$ cat src/rtl/lcd_regif_pkg.sv
package lcd_regif_pkg;
    localparam int DATA_W = 32;

    typedef enum logic {
        ST_OFF = 1'b0,
        ST_ON  = 1'b1
    } lcd_run_e;

    localparam logic [7:0] OFS_CTRL   = 8'h00;
    localparam logic [7:0] OFS_DIM_X  = 8'h04;
    localparam logic [7:0] OFS_DIM_Y  = 8'h08;
    localparam logic [7:0] OFS_TIM_Z  = 8'h0C;
    localparam logic [7:0] OFS_STAT   = 8'h10;
    localparam logic [7:0] OFS_SUBP   = 8'h14;

    localparam logic [DATA_W-1:0] CTRL_KEEP_MASK = 32'h01CF_F300;
    localparam logic [DATA_W-1:0] CTRL_RD_ONES   = 32'hFE00_0C34;
    localparam logic [DATA_W-1:0] DIMX_RD_ONES   = 32'h0000_000F;
    localparam logic [DATA_W-1:0] TIMZ_RD_ONES   = 32'hFC00_0000;
    localparam logic [DATA_W-1:0] SUBP_KEEP_MASK = 32'hA1FF_FFFF;
endpackage

$ cat src/rtl/lcd_regbank.sv
module lcd_regbank
    import lcd_regif_pkg::*;
#(
    parameter int DIM_W = 10
) (
    input  logic                         clk,
    input  logic                         rst_n,
    input  logic                         wr_ctrl,
    input  logic [1:0]                   wr_dim,
    input  logic                         wr_timz,
    input  logic                         wr_subp,
    input  logic [DATA_W-1:0]            wdata,
    output logic                         mono,
    output logic                         tft,
    output logic [1:0]                   imask,
    output logic [1:0]                   plm,
    output logic [DATA_W-1:0]            ctrl_keep,
    output logic [1:0][DATA_W-DIM_W-1:0] tim_hi,
    output logic [1:0][DIM_W:0]          dim,
    output logic [DATA_W-1:0]            timz,
    output logic [DATA_W-1:0]            subp
);
    localparam int TIM_W = DATA_W - DIM_W;

    always_ff @(posedge clk) begin
        if (!rst_n) begin
            mono      <= 1'b0;
            tft       <= 1'b0;
            imask     <= 2'b00;
            plm       <= 2'b00;
            ctrl_keep <= '0;
        end else if (wr_ctrl) begin
            mono      <= wdata[1];
            tft       <= wdata[7];
            imask     <= wdata[4:3];
            plm       <= wdata[21:20];
            ctrl_keep <= wdata & CTRL_KEEP_MASK;
        end
    end

    for (genvar g = 0; g < 2; g++) begin : g_dim
        logic [TIM_W-1:0] hi_q;
        logic [DIM_W:0]   size_q;
        always_ff @(posedge clk) begin
            if (!rst_n) begin
                hi_q   <= '0;
                size_q <= '0;
            end else if (wr_dim[g]) begin
                hi_q   <= wdata[DATA_W-1:DIM_W];
                size_q <= {1'b0, wdata[DIM_W-1:0]} + (DIM_W+1)'(1);
            end
        end
        assign tim_hi[g] = hi_q;
        assign dim[g]    = size_q;
    end

    always_ff @(posedge clk) begin
        if (!rst_n) begin
            timz <= '0;
            subp <= '0;
        end else begin
            if (wr_timz) timz <= wdata;
            if (wr_subp) subp <= wdata & SUBP_KEEP_MASK;
        end
    end
endmodule

$ cat src/rtl/lcd_run_fsm.sv
module lcd_run_fsm
    import lcd_regif_pkg::*;
(
    input  logic       clk,
    input  logic       rst_n,
    input  logic       ctrl_wr,
    input  logic       wr_en_bit,
    input  logic [1:0] wr_plm,
    input  logic       set_frame,
    input  logic       set_pal,
    input  logic       set_sync,
    output logic       run_en,
    output logic       frame_done,
    output logic       pal_done,
    output logic       sync_err,
    output logic       en_changed
);
    lcd_run_e state_q, state_d;
    logic     t_start, t_stop;

    always_comb begin
        state_d = state_q;
        t_start = 1'b0;
        t_stop  = 1'b0;
        unique case (state_q)
            ST_OFF: if (ctrl_wr && wr_en_bit) begin
                state_d = ST_ON;
                t_start = 1'b1;
            end
            ST_ON: if (ctrl_wr && !wr_en_bit) begin
                state_d = ST_OFF;
                t_stop  = 1'b1;
            end
        endcase
    end

    always_ff @(posedge clk) begin
        if (!rst_n) state_q <= ST_OFF;
        else        state_q <= state_d;
    end

    always_ff @(posedge clk) begin
        if (!rst_n) begin
            frame_done <= 1'b0;
            pal_done   <= 1'b0;
            sync_err   <= 1'b0;
            en_changed <= 1'b0;
        end else begin
            en_changed <= t_start || t_stop;
            if (t_start) begin
                frame_done <= 1'b0;
                pal_done   <= 1'b0;
                sync_err   <= sync_err || set_sync;
            end else if (t_stop) begin
                frame_done <= (wr_plm != 2'd1) ? 1'b1 : (frame_done || set_frame);
                pal_done   <= pal_done || set_pal;
                sync_err   <= 1'b0;
            end else begin
                frame_done <= frame_done || set_frame;
                pal_done   <= pal_done || set_pal;
                sync_err   <= sync_err || set_sync;
            end
        end
    end

    assign run_en = (state_q == ST_ON);
endmodule

$ cat src/rtl/lcd_irq_merge.sv
module lcd_irq_merge (
    input  logic       frame_done,
    input  logic       pal_done,
    input  logic       sync_err,
    input  logic [1:0] imask,
    output logic       irq
);
    logic frame_hit, pal_hit;

    assign frame_hit = frame_done && imask[0];
    assign pal_hit   = pal_done && imask[1];
    assign irq       = frame_hit || pal_hit || sync_err;
endmodule

$ cat src/rtl/lcd_regif.sv
module lcd_regif
    import lcd_regif_pkg::*;
#(
    parameter int ADDR_W = 8,
    parameter int DIM_W  = 10
) (
    input  logic              clk,
    input  logic              rst_n,
    input  logic              acc_valid,
    input  logic              acc_write,
    input  logic [ADDR_W-1:0] acc_addr,
    input  logic [31:0]       acc_wdata,
    output logic [31:0]       acc_rdata,
    input  logic              seq_set_frame,
    input  logic              seq_set_palette,
    input  logic              seq_set_sync,
    output logic              irq,
    output logic              bad_addr,
    output logic              en_changed,
    output logic              cfg_enable,
    output logic              cfg_mono,
    output logic              cfg_tft,
    output logic [1:0]        cfg_plm,
    output logic [DIM_W:0]    cfg_width,
    output logic [DIM_W:0]    cfg_height
);
    localparam int TIM_W = DATA_W - DIM_W;

    logic hit_ctrl, hit_dimx, hit_dimy, hit_timz, hit_stat, hit_subp, hit_any;
    logic do_wr;
    logic [1:0]                imask;
    logic [DATA_W-1:0]         ctrl_keep, timz, subp;
    logic [1:0][TIM_W-1:0]     tim_hi;
    logic [1:0][DIM_W:0]       dim;
    logic                      frame_done, pal_done, sync_err;

    assign hit_ctrl = (acc_addr == ADDR_W'(OFS_CTRL));
    assign hit_dimx = (acc_addr == ADDR_W'(OFS_DIM_X));
    assign hit_dimy = (acc_addr == ADDR_W'(OFS_DIM_Y));
    assign hit_timz = (acc_addr == ADDR_W'(OFS_TIM_Z));
    assign hit_stat = (acc_addr == ADDR_W'(OFS_STAT));
    assign hit_subp = (acc_addr == ADDR_W'(OFS_SUBP));
    assign hit_any  = hit_ctrl | hit_dimx | hit_dimy | hit_timz | hit_stat | hit_subp;
    assign do_wr    = acc_valid && acc_write;

    lcd_regbank #(.DIM_W(DIM_W)) u_bank (
        .clk       (clk),
        .rst_n     (rst_n),
        .wr_ctrl   (do_wr && hit_ctrl),
        .wr_dim    ({do_wr && hit_dimy, do_wr && hit_dimx}),
        .wr_timz   (do_wr && hit_timz),
        .wr_subp   (do_wr && hit_subp),
        .wdata     (acc_wdata),
        .mono      (cfg_mono),
        .tft       (cfg_tft),
        .imask     (imask),
        .plm       (cfg_plm),
        .ctrl_keep (ctrl_keep),
        .tim_hi    (tim_hi),
        .dim       (dim),
        .timz      (timz),
        .subp      (subp)
    );

    lcd_run_fsm u_fsm (
        .clk        (clk),
        .rst_n      (rst_n),
        .ctrl_wr    (do_wr && hit_ctrl),
        .wr_en_bit  (acc_wdata[0]),
        .wr_plm     (acc_wdata[21:20]),
        .set_frame  (seq_set_frame),
        .set_pal    (seq_set_palette),
        .set_sync   (seq_set_sync),
        .run_en     (cfg_enable),
        .frame_done (frame_done),
        .pal_done   (pal_done),
        .sync_err   (sync_err),
        .en_changed (en_changed)
    );

    lcd_irq_merge u_irq (
        .frame_done (frame_done),
        .pal_done   (pal_done),
        .sync_err   (sync_err),
        .imask      (imask),
        .irq        (irq)
    );

    always_ff @(posedge clk) begin
        if (!rst_n) bad_addr <= 1'b0;
        else        bad_addr <= acc_valid && !hit_any;
    end

    assign cfg_width  = dim[0];
    assign cfg_height = dim[1];

    always_comb begin
        acc_rdata = '0;
        if (hit_ctrl)
            acc_rdata = CTRL_RD_ONES | ctrl_keep | (32'(cfg_tft) << 23) |
                        (32'(cfg_plm) << 20) | (32'(cfg_tft) << 7) |
                        (32'(imask) << 3) | (32'(cfg_mono) << 1) | 32'(cfg_enable);
        else if (hit_dimx)
            acc_rdata = {tim_hi[0], DIM_W'(0)} | (32'(dim[0]) - 32'd1) | DIMX_RD_ONES;
        else if (hit_dimy)
            acc_rdata = {tim_hi[1], DIM_W'(0)} | (32'(dim[1]) - 32'd1);
        else if (hit_timz)
            acc_rdata = timz | TIMZ_RD_ONES;
        else if (hit_stat)
            acc_rdata = 32'({pal_done, 3'b000, sync_err, 1'b0, frame_done});
        else if (hit_subp)
            acc_rdata = subp;
    end
endmodule

$ cat config.mk
export PLATFORM = sky130hd
export DESIGN_NAME = lcd_regif
export DESIGN_NICKNAME = d
export VERILOG_FILES = /design/src/rtl/lcd_regif_pkg.sv /design/src/rtl/lcd_regbank.sv /design/src/rtl/lcd_run_fsm.sv /design/src/rtl/lcd_irq_merge.sv /design/src/rtl/lcd_regif.sv
export SDC_FILE = /design/constraint.sdc
export NUM_CORES = 1
export LEC_CHECK = 0
export ABC_CLOCK_PERIOD_IN_PS = 2800
export BUFFER_PORTS_ARGS = -buffer_cell sky130_fd_sc_hd__buf_2
export CAP_MARGIN = 20
export CORE_MARGIN = 2
export CORE_UTILIZATION = 45
export CTS_CLUSTER_SIZE = 10
export DETAILED_ROUTE_END_ITERATION = 8
export PLACE_DENSITY = 0.66
export SYNTH_ARGS = -nofsm -noshare
export SYNTH_HDL_FRONTEND = slang
export SYNTH_SLANG_ARGS = --single-unit
$ cat constraint.sdc
create_clock -name clk -period 2.8 [get_ports clk]
set_input_delay 0.28 -clock clk [delete_from_list [all_inputs] [get_ports clk]]
set_output_delay 0.28 -clock clk [all_outputs]
set_load 0.005 [all_outputs]
==> impl_metrics.ini <==
[grt]
antenna_found_initial = 0
first_global_vias = 6062
overflow = 0
track_usage_pct = 27.4
grt_start_max_net_pins = 59
grt_pass1_wl_mm = 34.7

[die]
core_area_mm2 = 0.0153
initial_core_util_pct = 46.2
die_y_um = 129
num_rows = 45
die_area_mm2 = 0.0167
die_x_um = 129
ios = 109

[hold_path]
hold-path-cell-count = 3
hold_end = bad_addr$_SDFF_PN0_
hold_class = in -> reg
worstHoldStart = acc_valid

[synthesis]
yosysWarnings = 0
synth_area_mm2 = 0.00705
synth-edff-count = 0
avgSynthCellArea_um2 = 7.99
synth_cell_type_count = 64
synth-seq-area-share_pct = 40.9
syn_inst = 883
ys_ff_latch = 144
async_flop_share_pct = 0
synth_top_flop_cell = dfxtp_1
synthesis.nets = 932

[timing]
slew_violations = 0
holdWs_ps = 71.5
setup_viol = 0
hold_viol = 0
fin_crit_ps = 2730
rsz0062_at_grt = yes
max_freq_ghz = 0.367
slew_headroom_pct = 45.9
fin_crit_sh_pct = 97.4
worstMarginPinSlew_ps = 811
clock_skew_ps = 2.39

[layout]
post-route-util_pct = 56.2
fin_nets = 1040
mostFrequentLayoutCells = 281 x nand2_1, 143 x dfxtp_1, 107 x buf_2, 96 x a21boi_0, 47 x o21ai_0
drive_gt1_share_pct = 22.3
antenna_cells = 0
final_cells = 1214
area_growth_pct = 21.6
layout_commonest_cell = nand2_1
fillers = 1484

[drt]
viasPerCell = 5.54
routed_wl_mm = 22.6
vias = 6726
drc = 0
drtPass1Iterations = 5
wl_per_cell_um = 18.6
ant_nets = 0
drt-initial-drc-count = 624

[clocking]
clock-sinks = 144
htree_levels = 4
cts_buffers = 17
cts_buffer_depth = 2
clk_pin_slew_ps = 60
cts_root_buffer = clkbuf_16
cts_tree = yes
cts_hold_buf = 0
clkLatencyLatePin_ps = 430

[worst_setup_path]
startpoint_type = flop
critPathMaxStageDelay_ps = 580
critPathArrivalTime_ps = 2450
path_class = reg -> out
crit_path_top_delay_cell = or4_4
r2r_end = u_fsm.frame_done$_SDFF_PP0_
crit_required_ps = 2520
crit_chain = or4_4 > nor4_4 > buf_4 > nand2b_4 > nor2_2 > o31ai_2 > buf_2
cp_max_fo = 6
rrSetupSlack_ps = 1750
end_kind = output port
reg2regPathDepth = 3

[power]
power.density_mw_per_mm2 = 544
power_w = 0.00466
peakVddDrop_v = 0.000444
power.leakage_nw = 3.35

[placed_design]
place_inst = 1179
gp_congestion = 0.875
dp_hpwl_mm = 15.0
numPortBuffers = 108

[status]
status = completed

[flow_run]
cap_violations = 0
cells in the mapped netlist (5+ instances only):
cell type / number / area, µm²
and3_1: 5 / 31.3
o221a_2: 6 / 67.6
buf_4: 7 / 52.6
nor3_1: 11 / 55.1
o211ai_1: 10 / 75.1
nor2_1: 17 / 63.8
buf_2: 19 / 95.1
a21oi_1: 35 / 175
and2_1: 7 / 43.8
o21ai_0: 47 / 235
o211a_1: 9 / 90.1
xnor2_1: 7 / 61.3
clkbuf_1: 37 / 139
o2bb2ai_1: 5 / 43.8
a21boi_0: 96 / 721
nand3_1: 8 / 40.0
nand2b_1: 5 / 31.3
xor2_1: 13 / 114
nand2_1: 281 / 1050
inv_1: 5 / 18.8
a21boi_1: 26 / 195
dfxtp_1: 144 / 2880
flip-flops by register name (all words and copies together) (netlist names), 2 cells and up, named ones only:
name                 count
u_bank.g_dim.hi_q       44
u_bank.plm               2
u_bank.g_dim.size_q     22
u_bank.ctrl_keep        13
u_bank.timz             26
u_bank.subp             27
u_bank.imask             2
worst max-delay path by stage:
stage	to	start
2_1_floorplan	acc_rdata[21]	u_bank.g_dim[1].size_q[4]$_SDFFE_PN0P_
3_3_place_gp	acc_rdata[5]	acc_addr[5]
3_5_place_dp	acc_rdata[19]	acc_addr[4]
4_1_cts	acc_rdata[18]	u_bank.g_dim[1].size_q[5]$_SDFFE_PN0P_
5_1_grt	acc_rdata[18]	u_bank.g_dim[1].size_q[5]$_SDFFE_PN0P_
6_report	acc_rdata[29]	u_bank.g_dim[1].size_q[5]$_SDFFE_PN0P_
critical path, delay by kind of cell (launching register included):
family | cells | cell delay, ps
AOI/OAI and AO/OA | 1 | 270
buffers and inverters | 2 | 370
DFF | 1 | 350
and+or+nand+nor | 4 | 1030
cells by family (layout without fill, tap and decap cells):
kind of cell | count (synthesis) | after routing | synth area share, %
AO/OA/AOI/OAI | 278 | 278 | 28.6
XOR/XNOR | 20 | 20 | 2.48
adder cells (fa/ha/maj) | 2 | 2 | 0.355
buffers and inverters | 71 | 191 | 4.70
flip-flops | 144 | 144 | 40.9
multiplexers | 2 | 2 | 0.284
AND/OR/NAND/NOR | 366 | 366 | 22.7
repair_timing:
action | CTS | global route
setup buffers | 1 | 3
resized for setup | 2 | 6
pin swaps | 1 | 4
endpoints found under the setup margin | 13 | 12
where the power goes:
part | switching, W | internal, W | total, W
combinational | 0.000154 | 0.0000912 | 0.000245
clock | 0.000894 | 0.00146 | 0.00236
sequential | 0.00000478 | 0.00205 | 0.00206
per-layer routing:
metal	up-vias	wire length, µm	track usage, %
met2	225	10200	42.3
met5	-	0	0
met4	0	257	7.23
li1	3255	-	-
met1	3221	10600	38.8
met3	25	1580	6.19
stage by stage:
step                      area (µm²)  setup slack (ps)  setup TNS (ps)
after floorplan                 7050               720               0
after global placement          7910               223               0
after detailed placement        7910               267               0
after CTS                       8530              35.1               0
after global routing            8570             -18.0           -40.4
final                           8570              72.6               0
final cells by class:
class | count | area (µm²) | area share (%)
repair buffers | 154 | 938 | 10.9
clock inverters | 10 | 135 | 1.58
flip-flops and latches | 144 | 2880 | 33.6
inverters | 6 | 22.5 | 0.263
multi-input cells | 668 | 3860 | 45.0
well taps | 211 | 264 | 3.08
clock buffers | 21 | 470 | 5.49
No activity file was read; power rests on OpenSTA's default activity.
